[config.mk]
export PLATFORM = sky130hd
export DESIGN_NAME = i2c_bit_engine
export DESIGN_NICKNAME = d
export VERILOG_FILES = /design/src/rtl/i2c_eng_pkg.sv /design/src/rtl/i2c_tick_gen.sv /design/src/rtl/i2c_sync2.sv /design/src/rtl/i2c_step_len.sv /design/src/rtl/i2c_step_act.sv /design/src/rtl/i2c_seq.sv /design/src/rtl/i2c_bit_engine.sv
export SDC_FILE = /design/constraint.sdc
export NUM_CORES = 1
export LEC_CHECK = 0
export BUFFER_PORTS_ARGS = -buffer_cell sky130_fd_sc_hd__buf_2
export CAP_MARGIN = 25
export CELL_PAD_IN_SITES_DETAIL_PLACEMENT = 1
export CELL_PAD_IN_SITES_GLOBAL_PLACEMENT = 1
export CORE_ASPECT_RATIO = 1.4
export CORE_MARGIN = 2
export CORE_UTILIZATION = 47
export DETAILED_ROUTE_END_ITERATION = 10
export HOLD_SLACK_MARGIN = 0.08
export PLACE_DENSITY_LB_ADDON = 0.25
export SLEW_MARGIN = 5
export SYNTH_ARGS = -nofsm -noshare
export SYNTH_HDL_FRONTEND = slang
export SYNTH_HIERARCHICAL = 1
export SYNTH_SLANG_ARGS = --single-unit
export TNS_END_PERCENT = 5
[constraint.sdc]
create_clock -name clk -period 9.67 [get_ports clk]
set_input_delay 0.4835 -clock clk [delete_from_list [all_inputs] [get_ports clk]]
set_output_delay 0.4835 -clock clk [all_outputs]
set_load 0.005 [all_outputs]
[src/rtl/i2c_eng_pkg.sv]
package i2c_eng_pkg;

  localparam int OP_W   = 3;
  localparam int DATA_W = 8;
  localparam int GRP_W  = 4;
  localparam int SLOT_W = 3;

  typedef enum logic [OP_W-1:0] {
    OP_START   = 3'd0,
    OP_STOP    = 3'd1,
    OP_WRITE   = 3'd2,
    OP_READ    = 3'd3,
    OP_RECOVER = 3'd4
  } eng_op_e;

  // one line action applied at the start of a slot
  typedef struct packed {
    logic en;
    logic lvl;
  } line_act_t;

  localparam line_act_t ACT_NONE = '{en: 1'b0, lvl: 1'b0};
  localparam line_act_t ACT_LOW  = '{en: 1'b1, lvl: 1'b0};
  localparam line_act_t ACT_HIGH = '{en: 1'b1, lvl: 1'b1};

  function automatic logic op_is_legal(input logic [OP_W-1:0] op);
    return op <= OP_RECOVER;
  endfunction

endpackage

[src/rtl/i2c_tick_gen.sv]
module i2c_tick_gen #(
  parameter int DIV_W = 8
) (
  input  logic             clk,
  input  logic             rst_n,
  input  logic             run,
  input  logic             restart,
  input  logic [DIV_W-1:0] limit,
  output logic             tick
);

  logic [DIV_W-1:0] cnt_q;
  logic [DIV_W-1:0] cnt_d;
  logic             at_end;
  logic             cnt_en;

  assign at_end = (cnt_q == limit);
  assign tick   = run & at_end & ~restart;
  assign cnt_en = run | restart;

  always_comb begin
    cnt_d = cnt_q;
    if (restart) begin
      cnt_d = '0;
    end else if (at_end) begin
      cnt_d = '0;
    end else begin
      cnt_d = cnt_q + 1'b1;
    end
  end

  always_ff @(posedge clk or negedge rst_n) begin
    if (!rst_n) begin
      cnt_q <= '0;
    end else if (cnt_en) begin
      cnt_q <= cnt_d;
    end
  end

endmodule

[src/rtl/i2c_sync2.sv]
module i2c_sync2 #(
  parameter int   STAGES  = 2,
  parameter logic RST_VAL = 1'b1
) (
  input  logic clk,
  input  logic rst_n,
  input  logic d,
  output logic q
);

  logic pipe_q [STAGES];

  for (genvar i = 0; i < STAGES; i++) begin : g_stage
    if (i == 0) begin : g_first
      always_ff @(posedge clk or negedge rst_n) begin
        if (!rst_n) begin
          pipe_q[i] <= RST_VAL;
        end else begin
          pipe_q[i] <= d;
        end
      end
    end else begin : g_rest
      always_ff @(posedge clk or negedge rst_n) begin
        if (!rst_n) begin
          pipe_q[i] <= RST_VAL;
        end else begin
          pipe_q[i] <= pipe_q[i-1];
        end
      end
    end
  end

  assign q = pipe_q[STAGES-1];

endmodule

[src/rtl/i2c_step_len.sv]
// Slot-table shape of each command: how many slots a group has, how many
// groups the command has, and where the SDA line is sampled.
module i2c_step_len
  import i2c_eng_pkg::*;
(
  input  logic [OP_W-1:0]   op,
  input  logic [GRP_W-1:0]  grp,
  input  logic [SLOT_W-1:0] slot,
  output logic [SLOT_W-1:0] slot_last,
  output logic [GRP_W-1:0]  grp_last,
  output logic              smp_ack,
  output logic              smp_bit
);

  logic in_bits;

  assign in_bits = (grp < GRP_W'(DATA_W));

  always_comb begin
    slot_last = '0;
    grp_last  = '0;
    smp_ack   = 1'b0;
    smp_bit   = 1'b0;
    case (op)
      OP_START, OP_STOP: begin
        slot_last = SLOT_W'(3);
      end
      OP_WRITE: begin
        grp_last  = GRP_W'(DATA_W);
        slot_last = in_bits ? SLOT_W'(3) : SLOT_W'(4);
        smp_ack   = !in_bits && (slot == SLOT_W'(3));
      end
      OP_READ: begin
        grp_last  = GRP_W'(DATA_W);
        slot_last = in_bits ? SLOT_W'(2) : SLOT_W'(4);
        smp_bit   = in_bits && (slot == SLOT_W'(1));
      end
      OP_RECOVER: begin
        grp_last  = GRP_W'(DATA_W + 1);
        slot_last = SLOT_W'(3);
      end
      default: begin
        slot_last = '0;
      end
    endcase
  end

endmodule

[src/rtl/i2c_step_act.sv]
// Line actions taken at the start of a given slot of a given command.
module i2c_step_act
  import i2c_eng_pkg::*;
(
  input  logic [OP_W-1:0]   op,
  input  logic [GRP_W-1:0]  grp,
  input  logic [SLOT_W-1:0] slot,
  input  logic [DATA_W-1:0] dat,
  input  logic              ack_lvl,
  output line_act_t         scl_act,
  output line_act_t         sda_act
);

  logic      in_bits;
  logic      in_pulses;
  logic      data_bit;
  line_act_t stop_scl;
  line_act_t stop_sda;

  assign in_bits   = (grp < GRP_W'(DATA_W));
  assign in_pulses = (grp < GRP_W'(DATA_W + 1));
  assign data_bit  = dat[~grp[2:0]];

  // stop condition: SCL low, SDA low, SCL high, SDA high
  always_comb begin
    stop_scl = ACT_NONE;
    stop_sda = ACT_NONE;
    case (slot)
      SLOT_W'(0): stop_scl = ACT_LOW;
      SLOT_W'(1): stop_sda = ACT_LOW;
      SLOT_W'(2): stop_scl = ACT_HIGH;
      SLOT_W'(3): stop_sda = ACT_HIGH;
      default: stop_scl = ACT_NONE;
    endcase
  end

  always_comb begin
    scl_act = ACT_NONE;
    sda_act = ACT_NONE;
    case (op)
      OP_START: begin
        case (slot)
          SLOT_W'(1): sda_act = ACT_HIGH;
          SLOT_W'(2): scl_act = ACT_HIGH;
          SLOT_W'(3): sda_act = ACT_LOW;
          default: sda_act = ACT_NONE;
        endcase
      end
      OP_STOP: begin
        scl_act = stop_scl;
        sda_act = stop_sda;
      end
      OP_WRITE: begin
        case (slot)
          SLOT_W'(0): scl_act = ACT_LOW;
          SLOT_W'(1): sda_act = in_bits ? line_act_t'{en: 1'b1, lvl: data_bit} : ACT_HIGH;
          SLOT_W'(2): scl_act = ACT_HIGH;
          SLOT_W'(4): scl_act = ACT_LOW;
          default: scl_act = ACT_NONE;
        endcase
      end
      OP_READ: begin
        if (in_bits) begin
          case (slot)
            SLOT_W'(0): begin
              scl_act = ACT_LOW;
              sda_act = ACT_HIGH;
            end
            SLOT_W'(1): scl_act = ACT_HIGH;
            default: scl_act = ACT_NONE;
          endcase
        end else begin
          case (slot)
            SLOT_W'(0): scl_act = ACT_LOW;
            SLOT_W'(1): sda_act = line_act_t'{en: 1'b1, lvl: ack_lvl};
            SLOT_W'(2): scl_act = ACT_HIGH;
            SLOT_W'(4): scl_act = ACT_LOW;
            default: scl_act = ACT_NONE;
          endcase
        end
      end
      OP_RECOVER: begin
        if (in_pulses) begin
          case (slot)
            SLOT_W'(0): begin
              scl_act = ACT_LOW;
              sda_act = ACT_HIGH;
            end
            SLOT_W'(2): scl_act = ACT_HIGH;
            default: scl_act = ACT_NONE;
          endcase
        end else begin
          scl_act = stop_scl;
          sda_act = stop_sda;
        end
      end
      default: begin
        scl_act = ACT_NONE;
      end
    endcase
  end

endmodule

[src/rtl/i2c_seq.sv]
module i2c_seq
  import i2c_eng_pkg::*;
(
  input  logic              clk,
  input  logic              rst_n,
  input  logic              cmd_valid,
  input  logic [OP_W-1:0]   cmd_op,
  input  logic [DATA_W-1:0] cmd_wdata,
  input  logic              cmd_rd_nack,
  input  logic              tick,
  input  logic              sda_s,
  output logic              accept,
  output logic              busy,
  output logic              done,
  output logic [OP_W-1:0]   cur_op,
  output logic              scl_lvl,
  output logic              sda_lvl,
  output logic              ack_nack,
  output logic [DATA_W-1:0] rd_data
);

  logic              busy_q, busy_d;
  logic              done_q, done_d;
  logic [OP_W-1:0]   op_q, op_d;
  logic [GRP_W-1:0]  grp_q, grp_d;
  logic [SLOT_W-1:0] slot_q, slot_d;
  logic [DATA_W-1:0] dat_q, dat_d;
  logic              ackl_q, ackl_d;
  logic              scl_q, scl_d;
  logic              sda_q, sda_d;
  logic              ackn_q, ackn_d;
  logic [DATA_W-1:0] rd_q, rd_d;

  logic [SLOT_W-1:0] cur_slot_last;
  logic [GRP_W-1:0]  cur_grp_last;
  logic              cur_smp_ack;
  logic              cur_smp_bit;
  logic              end_slot;
  logic              end_cmd;
  logic              step;
  logic              adv;

  logic [OP_W-1:0]   tgt_op;
  logic [GRP_W-1:0]  tgt_grp;
  logic [SLOT_W-1:0] tgt_slot;
  logic [DATA_W-1:0] tgt_dat;
  logic              tgt_ackl;
  line_act_t         tgt_scl;
  line_act_t         tgt_sda;

  i2c_step_len u_len (
    .op        (op_q),
    .grp       (grp_q),
    .slot      (slot_q),
    .slot_last (cur_slot_last),
    .grp_last  (cur_grp_last),
    .smp_ack   (cur_smp_ack),
    .smp_bit   (cur_smp_bit)
  );

  assign accept   = !busy_q && cmd_valid && op_is_legal(cmd_op);
  assign step     = busy_q && tick;
  assign end_slot = (slot_q == cur_slot_last);
  assign end_cmd  = end_slot && (grp_q == cur_grp_last);
  assign adv      = accept || (step && !end_cmd);

  // position whose line actions are applied this cycle
  always_comb begin
    if (accept) begin
      tgt_op   = cmd_op;
      tgt_dat  = cmd_wdata;
      tgt_ackl = cmd_rd_nack;
      tgt_grp  = '0;
      tgt_slot = '0;
    end else begin
      tgt_op   = op_q;
      tgt_dat  = dat_q;
      tgt_ackl = ackl_q;
      tgt_grp  = end_slot ? grp_q + 1'b1 : grp_q;
      tgt_slot = end_slot ? '0 : slot_q + 1'b1;
    end
  end

  i2c_step_act u_act (
    .op      (tgt_op),
    .grp     (tgt_grp),
    .slot    (tgt_slot),
    .dat     (tgt_dat),
    .ack_lvl (tgt_ackl),
    .scl_act (tgt_scl),
    .sda_act (tgt_sda)
  );

  always_comb begin
    busy_d = busy_q;
    done_d = 1'b0;
    op_d   = op_q;
    grp_d  = grp_q;
    slot_d = slot_q;
    dat_d  = dat_q;
    ackl_d = ackl_q;
    scl_d  = scl_q;
    sda_d  = sda_q;
    ackn_d = ackn_q;
    rd_d   = rd_q;
    if (accept) begin
      busy_d = 1'b1;
      op_d   = cmd_op;
      dat_d  = cmd_wdata;
      ackl_d = cmd_rd_nack;
      grp_d  = '0;
      slot_d = '0;
    end else if (step) begin
      if (cur_smp_ack) begin
        ackn_d = sda_s;
      end
      if (cur_smp_bit) begin
        rd_d = {rd_q[DATA_W-2:0], sda_s};
      end
      if (end_cmd) begin
        busy_d = 1'b0;
        done_d = 1'b1;
      end else begin
        grp_d  = tgt_grp;
        slot_d = tgt_slot;
      end
    end
    if (adv) begin
      if (tgt_scl.en) begin
        scl_d = tgt_scl.lvl;
      end
      if (tgt_sda.en) begin
        sda_d = tgt_sda.lvl;
      end
    end
  end

  always_ff @(posedge clk or negedge rst_n) begin
    if (!rst_n) begin
      busy_q <= 1'b0;
      done_q <= 1'b0;
      op_q   <= '0;
      grp_q  <= '0;
      slot_q <= '0;
      dat_q  <= '0;
      ackl_q <= 1'b1;
      scl_q  <= 1'b1;
      sda_q  <= 1'b1;
      ackn_q <= 1'b0;
      rd_q   <= '0;
    end else begin
      busy_q <= busy_d;
      done_q <= done_d;
      op_q   <= op_d;
      grp_q  <= grp_d;
      slot_q <= slot_d;
      dat_q  <= dat_d;
      ackl_q <= ackl_d;
      scl_q  <= scl_d;
      sda_q  <= sda_d;
      ackn_q <= ackn_d;
      rd_q   <= rd_d;
    end
  end

  assign busy     = busy_q;
  assign done     = done_q;
  assign cur_op   = op_q;
  assign scl_lvl  = scl_q;
  assign sda_lvl  = sda_q;
  assign ack_nack = ackn_q;
  assign rd_data  = rd_q;

endmodule

[src/rtl/i2c_bit_engine.sv]
module i2c_bit_engine
  import i2c_eng_pkg::*;
#(
  parameter int DIV_W       = 8,
  parameter int SYNC_STAGES = 2
) (
  input  logic              clk,
  input  logic              rst_n,
  input  logic [DIV_W-1:0]  div_limit,
  input  logic              cmd_valid,
  input  logic [OP_W-1:0]   cmd_op,
  input  logic [DATA_W-1:0] cmd_wdata,
  input  logic              cmd_rd_nack,
  output logic              busy,
  output logic              done,
  output logic              ack_nack,
  output logic [DATA_W-1:0] rd_data,
  output logic              scl_pull,
  output logic              sda_pull,
  input  logic              sda_in
);

  logic            tick;
  logic            accept;
  logic            sda_s;
  logic            scl_lvl;
  logic            sda_lvl;
  logic [OP_W-1:0] cur_op;

  i2c_tick_gen #(
    .DIV_W (DIV_W)
  ) u_tick (
    .clk     (clk),
    .rst_n   (rst_n),
    .run     (busy),
    .restart (accept),
    .limit   (div_limit),
    .tick    (tick)
  );

  i2c_sync2 #(
    .STAGES  (SYNC_STAGES),
    .RST_VAL (1'b1)
  ) u_sync (
    .clk   (clk),
    .rst_n (rst_n),
    .d     (sda_in),
    .q     (sda_s)
  );

  i2c_seq u_seq (
    .clk         (clk),
    .rst_n       (rst_n),
    .cmd_valid   (cmd_valid),
    .cmd_op      (cmd_op),
    .cmd_wdata   (cmd_wdata),
    .cmd_rd_nack (cmd_rd_nack),
    .tick        (tick),
    .sda_s       (sda_s),
    .accept      (accept),
    .busy        (busy),
    .done        (done),
    .cur_op      (cur_op),
    .scl_lvl     (scl_lvl),
    .sda_lvl     (sda_lvl),
    .ack_nack    (ack_nack),
    .rd_data     (rd_data)
  );

  assign scl_pull = ~scl_lvl;
  assign sda_pull = ~sda_lvl;

endmodule

==> impl_metrics.sql <==
INSERT INTO impl_metrics (metric_group, metric, value, unit) VALUES
('critical_path', 'start_kind', 'flop', ''),
('critical_path', 'timing.rr.end', 'u_seq/sda_lvl', ''),
('synthesis', 'synth.mux.area_fraction', '0.07341', ''),
('floorplan', 'boundaryPins', '37', ''),
('critical_path', 'worstSetupEndpointType', 'flop', ''),
('detailed_routing', 'route.vias.total', '2237', ''),
('cells_and_area', 'layout_commonest_cell', 'nand2_1', ''),
('critical_path', 'worst_ep_required_time', '9.88', 'ns'),
('floorplan', 'start_util', '0.4847', ''),
('timing', 'grt_setup_unrepaired', 'no', ''),
('synthesis', 'post_synth_instance_area', '2659', 'µm²'),
('timing', 'number_of_failing_setup_endpoints_in_the_final_timing_report', '0', ''),
('synthesis', 'ys_ff_latch', '42', ''),
('synthesis', 'xor_xnor_share_of_the_synthesized_area', '0.09082', ''),
('pwr', 'cellPowerDensity', '182.1', 'nW/µm²'),
('synthesis', 'synth-seq-area-share', '0.3976', ''),
('global_routing', 'grt_pass1_vias', '2359', ''),
('detailed_routing', 'post_drt_wl_per_cell', '17.29', 'µm'),
('cells_and_area', 'filler_cell_count', '657', ''),
('detailed_routing', 'overall_routed_net_length', '6606', 'µm'),
('synthesis', 'avgSynthCellArea', '9.395', 'µm²'),
('hold_path', 'hold_path_startpoint', 'sda_in', ''),
('floorplan', 'die_x', '67.57', 'µm'),
('critical_path', 'r2r_slack', '5.56', 'ns'),
('cts', 'cts_buffer_depth', '2', ''),
('flow_run', 'maxCapViolCount', '0', ''),
('synthesis', 'yosys.cell_types.count', '58', ''),
('critical_path', 'critical_path_peak_fanout', '31', ''),
('pwr', 'power.ir.vdd_worst', '0.1067', 'mV'),
('pwr', 'total_leakage_power', '1.388', 'nW'),
('global_routing', 'grt_usage', '0.2341', ''),
('synthesis', 'synth-compound-area-share', '0.1341', ''),
('floorplan', 'core_area', '5485', 'µm²'),
('detailed_routing', 'drtAntennaViolNets', '0', ''),
('critical_path', 'critical_path_type', 'flop to flop', ''),
('timing', 'worst_slew_pin_slew', '0.8959', 'ns'),
('cells_and_area', 'finalNetCount', '340', ''),
('cts', 'clock_insertion_delay_worst_skew', '0.29', 'ns'),
('synthesis', 'largest_family_of_logic_cells_by_synthesized_area', 'simple AND/OR/NAND/NOR gates', ''),
('cts', 'clkSinkCount', '42', ''),
('synthesis', 'post_synth_simple_gate_area', '0.2452', ''),
('floorplan', 'die-height', '92.99', 'µm'),
('cts', 'cts_root_buf', 'clkbuf_8', ''),
('critical_path', 'rr_worst_depth', '11', ''),
('global_routing', 'grt-ovfl-total', '0', ''),
('hold_path', 'hold_class', 'input port to flop', ''),
('detailed_routing', 'detailedRoute.firstIterationViolations', '123', ''),
('synthesis', 'post_synth_fa_ha_maj_area_fraction', '0.01412', ''),
('timing', 'tns', '0', 'ns'),
('placement', 'postPlaceCellArea', '2843', 'µm²'),
('critical_path', 'critical_path.reg2reg.startpoint', 'u_seq/busy', ''),
('global_routing', 'grt_pass1_wl', '11050', 'µm'),
('synthesis', 'async_reset_ff_frac', '1.000', ''),
('cells_and_area', 'syn_to_final_growth', '12.19', '%'),
('cells_and_area', 'insertedDiodeCount', '0', ''),
('timing', 'final-max-slew-violation-count', '0', ''),
('timing', 'timing.slew.headroom', '0.4027', ''),
('critical_path', 'worst_ep_arrival_time', '4.32', 'ns'),
('placement', 'gp_congestion', '0.7520', ''),
('cts', 'htreeDepth', '2', ''),
('global_routing', 'grt_antenna_before_repair', '0', ''),
('cells_and_area', 'stdcell_area', '2983', 'µm²'),
('cts', 'tritoncts_clock_tree', 'yes', ''),
('timing', 'fin_crit_sh', '0.4254', ''),
('synthesis', 'synthesis.instances', '283', ''),
('run_status', 'outcome', 'finished clean', ''),
('timing', 'fin_crit', '4.114', 'ns'),
('timing', 'report.final.hold_viol_count', '0', ''),
('synthesis', 'synth_enable_flop_cells', '0', ''),
('detailed_routing', 'detail_route.first_pass.iterations', '4', ''),
('cells_and_area', 'final_cell_mix', 'nand2_1 (55), dfrtp_1 (37), buf_2 (36)', '');
metal layers:
metal | up-vias | GRT usage | part of all wire
met5 | - | 0 | 0
met4 | 0 | 0.08844 | 0.018
met3 | 9 | 0.02647 | 0.023
met2 | 32 | 0.4208 | 0.56
met1 | 1124 | 0.2769 | 0.40
li1 | 1072 | - | -
repair_timing:
action	4_1_cts	5_1_grt
endpoints found under the hold margin	0	8
hold buffers	0	1
setup buffers	0	0
synth_stat cells (2+ instances only):
library cell	n	area share
xor2_1	7	0.023
xnor2_1	15	0.049
clkbuf_1	7	0.0099
o21a_1	2	0.0056
o32ai_1	2	0.0066
a31oi_1	2	0.0047
buf_4	3	0.0085
mux4_1	2	0.020
and3_1	6	0.014
o21ai_0	9	0.017
mux2i_1	3	0.011
inv_1	7	0.0099
a311oi_1	2	0.0066
o2111ai_1	4	0.013
dfrtp_1	37	0.35
nand3b_1	2	0.0056
dfstp_2	5	0.049
nand4b_1	2	0.0066
nand2_1	55	0.078
o311ai_1	3	0.0099
nand2b_1	2	0.0047
a21oi_1	8	0.015
buf_2	5	0.0094
o31ai_1	3	0.0085
nor2_1	14	0.020
nand4_1	8	0.019
nand3_1	5	0.0094
ha_1	3	0.014
nor4_1	2	0.0047
nor3_1	11	0.021
a21o_1	2	0.0056
mux2_2	10	0.042
xnor2_2	3	0.018
nor3b_1	2	0.0056
nor2b_1	7	0.016
cell type report:
cell class,count,area (µm²),area share
clock buffer,8,110.1,0.03691
multi-input combinational,218,1490,0.4996
sequential,42,1057,0.3544
inverter,8,30.03,0.01007
timing repair buffer,38,210.2,0.07047
tap,68,85.08,0.02852
per-stage QoR:
stage / setup slack, ns / cells / utilization / hold slack (ns)
global route: 5.158 / 382 / 0.5438 / 0.2767
CTS: 5.512 / 380 / 0.5383 / 0.2721
floorplan: 6.380 / 284 / - / 0.1879
detailed placement: 5.499 / 372 / 0.5182 / 0.3473
global placement: 5.660 / 372 / 0.5182 / 0.3469
finish: 5.556 / 382 / 0.5438 / 0.2786
flip-flops by register name, indices dropped and copies added (netlist names):
signal	count
u_seq/ack_nack	1
u_seq/ackl_q	1
u_seq/busy	1
u_seq/cur_op	3
u_seq/dat_q	8
u_seq/done	1
u_seq/grp_q	4
u_seq/rd_data	8
u_seq/scl_lvl	1
u_seq/sda_lvl	1
u_seq/slot_q	3
u_sync/pipe_q	1
u_sync/q	1
u_tick/cnt_q	8
report_power, final:
part	internal, mW	switching [mW]	total (mW)
Clock	0.0721	0.0607	0.133
Sequential	0.206	0.0389	0.245
Combinational	0.0755	0.0901	0.166
worst max path at each step:
| stage | from | endpoint | cells after the start |
|---|---|---|---|
| floorplan | u_seq/grp_q[3] | u_seq/sda_lvl | 14 |
| global placement | cmd_op[0] | u_seq/sda_lvl | 13 |
| global route | u_seq/busy | u_seq/sda_lvl | 11 |
| finish | u_seq/busy | u_seq/sda_lvl | 11 |
| detailed placement | cmd_op[0] | u_seq/sda_lvl | 13 |
| CTS | u_seq/busy | u_seq/sda_lvl | 11 |
cell families (layout without fill, tap and decap cells):
family | Yosys count | after routing
other | 1 | 2
AND/OR/NAND/NOR | 127 | 127
multiplexers | 15 | 15
AO/OA/AOI/OAI | 46 | 46
flip-flops | 42 | 42
adder cells (fa/ha/maj) | 3 | 3
XOR/XNOR | 25 | 25
buffers and inverters | 24 | 54
worst max-delay path: stages, from the launching register on:
cell	delay, ns
dfrtp_1	0.70
or3_1	0.79
inv_2	0.46
nor2_1	0.35
mux4_1	0.60
mux2_2	0.29
o2111ai_2	0.16
o311ai_1	0.11
nand2_1	0.12
nor4_1	0.05
a311oi_1	0.26
o311ai_1	0.13
(Power assumes the default switching activity.)
